**src/rtl/hub_repeat_gate.sv**
```systemverilog
module hub_repeat_gate #(
  parameter int NPORTS    = 4,
  parameter int FRAME_LEN = 12000,
  localparam int SW = $clog2(NPORTS),
  localparam int FW = $clog2(FRAME_LEN)
) (
  input  logic                clk,
  input  logic                rst_n,
  input  logic [1:0]          up_state,
  input  logic                up_pre,
  input  logic                up_sof,
  input  logic [2*NPORTS-1:0] dn_state,
  input  logic [NPORTS-1:0]   dn_enabled,
  input  logic [NPORTS-1:0]   dn_lowspeed,
  output logic [NPORTS-1:0]   dn_drive,
  output logic [NPORTS-1:0]   dn_ls_drv,
  output logic                up_drive,
  output logic [SW-1:0]       up_src,
  output logic [FW-1:0]       frame_count
);

  localparam logic [1:0] ST_SE0 = 2'b00;
  localparam logic [1:0] ST_K   = 2'b10;

  typedef enum logic [1:0] {DIR_IDLE, DIR_DOWN, DIR_UP} dir_t;

  dir_t              dir;
  logic [SW-1:0]     owner;
  logic              ls_on;
  logic              eop_seen;
  logic [FW-1:0]     fcnt;
  logic [NPORTS-1:0] claim;
  logic [SW-1:0]     winner;
  logic [1:0]        src_state;
  logic              src_end;

  for (genvar i = 0; i < NPORTS; i++) begin : g_port
    assign claim[i]     = dn_enabled[i] && (dn_state[2*i +: 2] == ST_K);
    assign dn_drive[i]  = (dir == DIR_DOWN) && dn_enabled[i] && (ls_on || !dn_lowspeed[i]);
    assign dn_ls_drv[i] = (dir == DIR_DOWN) && ls_on && dn_enabled[i] && dn_lowspeed[i];
  end

  always_comb begin
    winner = '0;
    for (int i = NPORTS - 1; i >= 0; i--)
      if (claim[i]) winner = SW'(i);
  end

  assign src_state   = (dir == DIR_DOWN) ? up_state : dn_state[2*owner +: 2];
  assign src_end     = eop_seen && (src_state != ST_SE0);
  assign up_drive    = (dir == DIR_UP);
  assign up_src      = (dir == DIR_UP) ? owner : '0;
  assign frame_count = fcnt;

  always_ff @(posedge clk or negedge rst_n) begin
    if (!rst_n) begin
      dir      <= DIR_IDLE;
      owner    <= '0;
      ls_on    <= 1'b0;
      eop_seen <= 1'b0;
    end else begin
      case (dir)
        DIR_IDLE: begin
          eop_seen <= 1'b0;
          ls_on    <= 1'b0;
          if (up_state == ST_K) dir <= DIR_DOWN;
          else if (|claim) begin
            dir   <= DIR_UP;
            owner <= winner;
          end
        end
        DIR_DOWN: begin
          if (src_end) begin
            dir      <= DIR_IDLE;
            ls_on    <= 1'b0;
            eop_seen <= 1'b0;
          end else begin
            if (up_pre) ls_on <= 1'b1;
            if (src_state == ST_SE0) eop_seen <= 1'b1;
          end
        end
        DIR_UP: begin
          if (!dn_enabled[owner] || src_end) begin
            dir      <= DIR_IDLE;
            eop_seen <= 1'b0;
          end else if (src_state == ST_SE0) eop_seen <= 1'b1;
        end
        default: dir <= DIR_IDLE;
      endcase
    end
  end

  always_ff @(posedge clk or negedge rst_n) begin
    if (!rst_n) fcnt <= '0;
    else if (up_sof || fcnt == FW'(FRAME_LEN - 1)) fcnt <= '0;
    else fcnt <= fcnt + 1'b1;
  end

  assert_ls_only_after_pre_R3: assert property (@(posedge clk) disable iff (!rst_n)
    $rose(ls_on) |-> $past(up_pre));

  assert_pre_opens_ls_R4: assert property (@(posedge clk) disable iff (!rst_n)
    (dir == DIR_DOWN && up_pre && !src_end) |=> ls_on);

  assert_owner_held_R7: assert property (@(posedge clk) disable iff (!rst_n)
    (up_drive && $past(up_drive)) |-> $stable(up_src));

  assert_disabled_owner_dropped_R8: assert property (@(posedge clk) disable iff (!rst_n)
    (dir == DIR_UP && !dn_enabled[owner]) |=> !up_drive);

  assert_frame_step_R10: assert property (@(posedge clk) disable iff (!rst_n)
    ($past(rst_n) && !$past(up_sof) && $past(frame_count) != FW'(FRAME_LEN - 1))
      |-> frame_count == $past(frame_count) + 1'b1);

  assert_sof_restart_R11: assert property (@(posedge clk) disable iff (!rst_n)
    ($past(rst_n) && $past(up_sof)) |-> frame_count == '0);

endmodule

```
**config.mk**
```make
export PLATFORM = sky130hd
export DESIGN_NAME = hub_repeat_gate
export DESIGN_NICKNAME = d
export VERILOG_FILES = /design/src/rtl/hub_repeat_gate.sv
export SDC_FILE = /design/constraint.sdc
export NUM_CORES = 1
export LEC_CHECK = 0
export ABC_AREA = 1
export BUFFER_PORTS_ARGS = -buffer_cell sky130_fd_sc_hd__buf_4
export CAP_MARGIN = 40
export CELL_PAD_IN_SITES_DETAIL_PLACEMENT = 0
export CELL_PAD_IN_SITES_GLOBAL_PLACEMENT = 1
export CORE_MARGIN = 1
export CORE_UTILIZATION = 35
export DETAILED_ROUTE_END_ITERATION = 10
export GPL_ROUTABILITY_DRIVEN = 0
export PLACE_DENSITY = 0.81
export SYNTH_ARGS = -nofsm -noshare
export SYNTH_HDL_FRONTEND = slang
export SYNTH_SLANG_ARGS = --single-unit
```
**constraint.sdc**
```tcl
create_clock -name clk -period 1.8 [get_ports clk]
set_input_delay 0.18 -clock clk [delete_from_list [all_inputs] [get_ports clk]]
set_output_delay 0.18 -clock clk [all_outputs]
set_load 0.05 [all_outputs]
```
==> out/qor.csv <==
stage,metric,value,unit
worst_setup_path,r2r_slack,0.28,ns
drt,vias,1273,
sta,tightest_slew,0.362,ns
worst_setup_path,crit_arrival,1.46,ns
clock_tree,cts_setup_buffers,0,
job,cap_violations,0,
logic_synthesis,synthTopCellsByArea,"dfrtp_1 37%, nand2_1 10%, inv_1 8.7%",
worst_setup_path,crit_start,dir[1]$_DFFE_PN0P_,
sta,fin_tns_setup,0,ns
finish,finish.utilization,50.8,%
logic_synthesis,ys.flop_type,dfrtp_1,
clock_tree,clockBufferDepth,2,
drt,drt_iter0_markers,62,
logic_synthesis,synth_seq_cells,20,
pwr,p_int,927,uW
logic_synthesis,yosysTopAreaCell,dfrtp_1,
floorplan,start_util,36.7,%
logic_synthesis,yosys_warnings,0,
worst_hold_path,hp-start,up_sof,
logic_synthesis,synth_area,1350,um2
logic_synthesis,synth_edf_count,0,
status,status,finished clean,
global_route,grtUsageTotal,17.3,%
finish,diodes,0,
place,hpwlAfterDp,2.49,mm
drt,wl_per_cell,11.7,um
logic_synthesis,synthCells,178,
worst_setup_path,crit_chain,inv_2 -> ha_4 -> inv_2 -> a211oi_1 -> buf_4,
worst_setup_path,cpPeakStageDelay,0.43,ns
pwr,switching_share,41.2,%
logic_synthesis,synth-async-reset-ratio,100,%
worst_setup_path,r2r-end,frame_count[10]$_DFF_PN0_,
sta,period_minus_slack,1.64,ns
worst_setup_path,end_kind,output pin,
sta,setup_viol,0,
clock_tree,cts_sinks,20,
worst_setup_path,critPathRequiredTime,1.62,ns
logic_synthesis,yosysTopAreaCellShare,37.2,%
finish,fin_nets,257,
global_route,antenna_found_initial,0,
worst_setup_path,critPathKind,reg2out,
worst_setup_path,reg2regPathDepth,6,
clock_tree,cts_root_buf,clkbuf_8,
sta,clock_skew,0.00438,ns
global_route,grt_pass1_wl,5.49,mm
global_route,first_global_vias,1197,
drt,routed_wl,3.24,mm
pwr,p_seq_share,36.9,%
logic_synthesis,syn_area_per_cell,7.56,um2
worst_setup_path,r2r_start,frame_count[0]$_DFF_PN0_,
sta,drv_slew,0,
place,pre_cts_slack,0.203,ns
worst_setup_path,slowest_stage,dfrtp_1,
clock_tree,cts_max_level,1,
worst_setup_path,cp_max_fo,6,
floorplan,rows,22,
global_route,grt_max_degree,21,
place,placed_area,1760,um2
pwr,clockPowerShare,21.9,%
place,io_buffers,46,
logic_synthesis,yosys.cell_count.top_type,nand2_1,
worst_setup_path,cp-endpoint,dn_drive[1],
worst_setup_path,crit_path_frequent_cell,inv_2,
worst_setup_path,cp-start-kind,flop,
drt,drtAntennaViolNets,0,
floorplan,die_area,4090,um2
clock_tree,cts_tree,yes,
pwr,p_comb_share,41.2,%
worst_setup_path,worst-path-buf-inv,3,
global_route,grt_overflow,0,
sta,maxClockFrequency,0.608,GHz
pwr,irDropWorstVdd,0.564,mV
worst_setup_path,cp_top_family,flip-flops,
sta,hold_viol,0,
floorplan,dieWidth,64.0,um
clock_tree,cts_inserted_buffers,3,
sta,rsz0062_at_grt,false,
sta,fin_crit_sh,91.4,%
finish,drive_gt1_share,32.3,%
drt,routed_via_density,4.60,
floorplan,die_h,64.0,um
worst_setup_path,cp.depth,5,
drt,first_pass_iters,4,
worst_hold_path,hold_depth,4,
logic_synthesis,ys_seq_area_share,37.2,%
logic_synthesis,synthTopCellsByCount,"37 x nand2_1, 31 x inv_1, 20 x dfrtp_1, 20 x nor2_1, 13 x nand3_1",
floorplan,io_pins,47,
pwr,p_sw,650,uW
clock_tree,path_clk_slew,0.08,ns
finish,fillers,384,
drt,drc,0,
sta,max-slew-margin-rel,75.7,%
finish,design_area,1860,um2
sta,fin_ws,0.155,ns
pwr,power_leakage,0.000957,uW
clock_tree,clk_latency,0.26,ns
worst_hold_path,hold_class,in2reg,
finish,area_growth,38.3,%
logic_synthesis,ys_types,26,
floorplan,core-area,3660,um2
logic_synthesis,synth_fp_nets,205,
pwr,powerDensity,847,nW/um2
==> layer usage <==
metal	global-route usage (%)	share of wire [%]	vias up
li1	-	-	668
met5	0	0	-
met3	3.39	8.0	4
met1	25.6	49	557
met4	5.97	1.2	0
met2	24.9	42	44
==> per-stage QoR <==
| stage | hold WS, ns | cells | total power [uW] |
|---|---|---|---|
| detailed placement | 0.0751 | 272 | 1210 |
| global route | 0.194 | 277 | 1690 |
| finish | 0.172 | 277 | 1580 |
| CTS | 0.172 | 277 | 1570 |
| floorplan | -0.116 | 178 | 1010 |
| global placement | 0.0739 | 272 | 1210 |
==> worst min path at each step <==
stage                                 to  slack, ns
2_1_floorplan         dir[0]$_DFFE_PN0P_      -0.12
3_3_place_gp   frame_count[11]$_DFF_PN0_       0.07
3_5_place_dp   frame_count[11]$_DFF_PN0_       0.08
4_1_cts         frame_count[3]$_DFF_PN0_       0.17
5_1_grt         frame_count[4]$_DFF_PN0_       0.19
6_report        frame_count[3]$_DFF_PN0_       0.17
==> placed cells by master (no fill, tap or decap), drive strengths merged <==
master,instances
xor2,5
dfrtp,20
ha,5
xnor2,4
a211oi,4
nand2,38
nand4,3
clkbuf,4
buf,46
nand3,15
nor4,1
a21oi,4
inv,34
a41oi,1
nor2,24
dlygate4sd3,1
o21ai,5
nor3b,5
a31oi,1
nand3b,4
nor3,5
==> power groups by stage <==
stage	registers [uW]	clock network, uW	logic [uW]
after global placement	583	0	627
after detailed placement	586	0	625
final	582	345	649
after global routing	593	375	726
after CTS	577	355	635
after floorplan	584	0	427
==> worst register-to-register path: stages (launching register included) <==
cell,delay (ns)
dfrtp_1,0.41
ha_1,0.23
nand3_1,0.14
nor2_1,0.17
a41oi_2,0.19
inv_2,0.21
nor2_1,0.07
==> final cells by class <==
cell class | instances | area [um2] | share of cell area [%]
clock buffers | 4 | 55.1 | 2.96
multi-input cells | 124 | 762 | 41.0
well taps | 48 | 60.1 | 3.23
repair buffers | 47 | 355 | 19.1
inverters | 34 | 128 | 6.86
flip-flops and latches | 20 | 500 | 26.9
==> kinds of logic after synthesis <==
kind of cell / synth area share (%)
AO/OA/AOI/OAI: 7.54
flip-flops: 37.2
buffers and inverters: 9.49
XOR/XNOR: 5.86
AND/OR/NAND/NOR: 35.3
adder cells (fa/ha/maj): 4.65
==> flip-flops by register name, summed over array words and instances, names as in the netlist <==
register and count:
owner 2, dir 2, frame_count 14, ls_on 1
eop_seen 1
==> repair_timing <==
| item | CTS | global route |
|---|---|---|
| hold buffers | 1 | 0 |
| gates resized for setup | 2 | 7 |
| setup endpoints to repair | 8 | 8 |
| hold endpoints to repair | 20 | 0 |
Note: power is estimated with default switching activity, not from simulation.
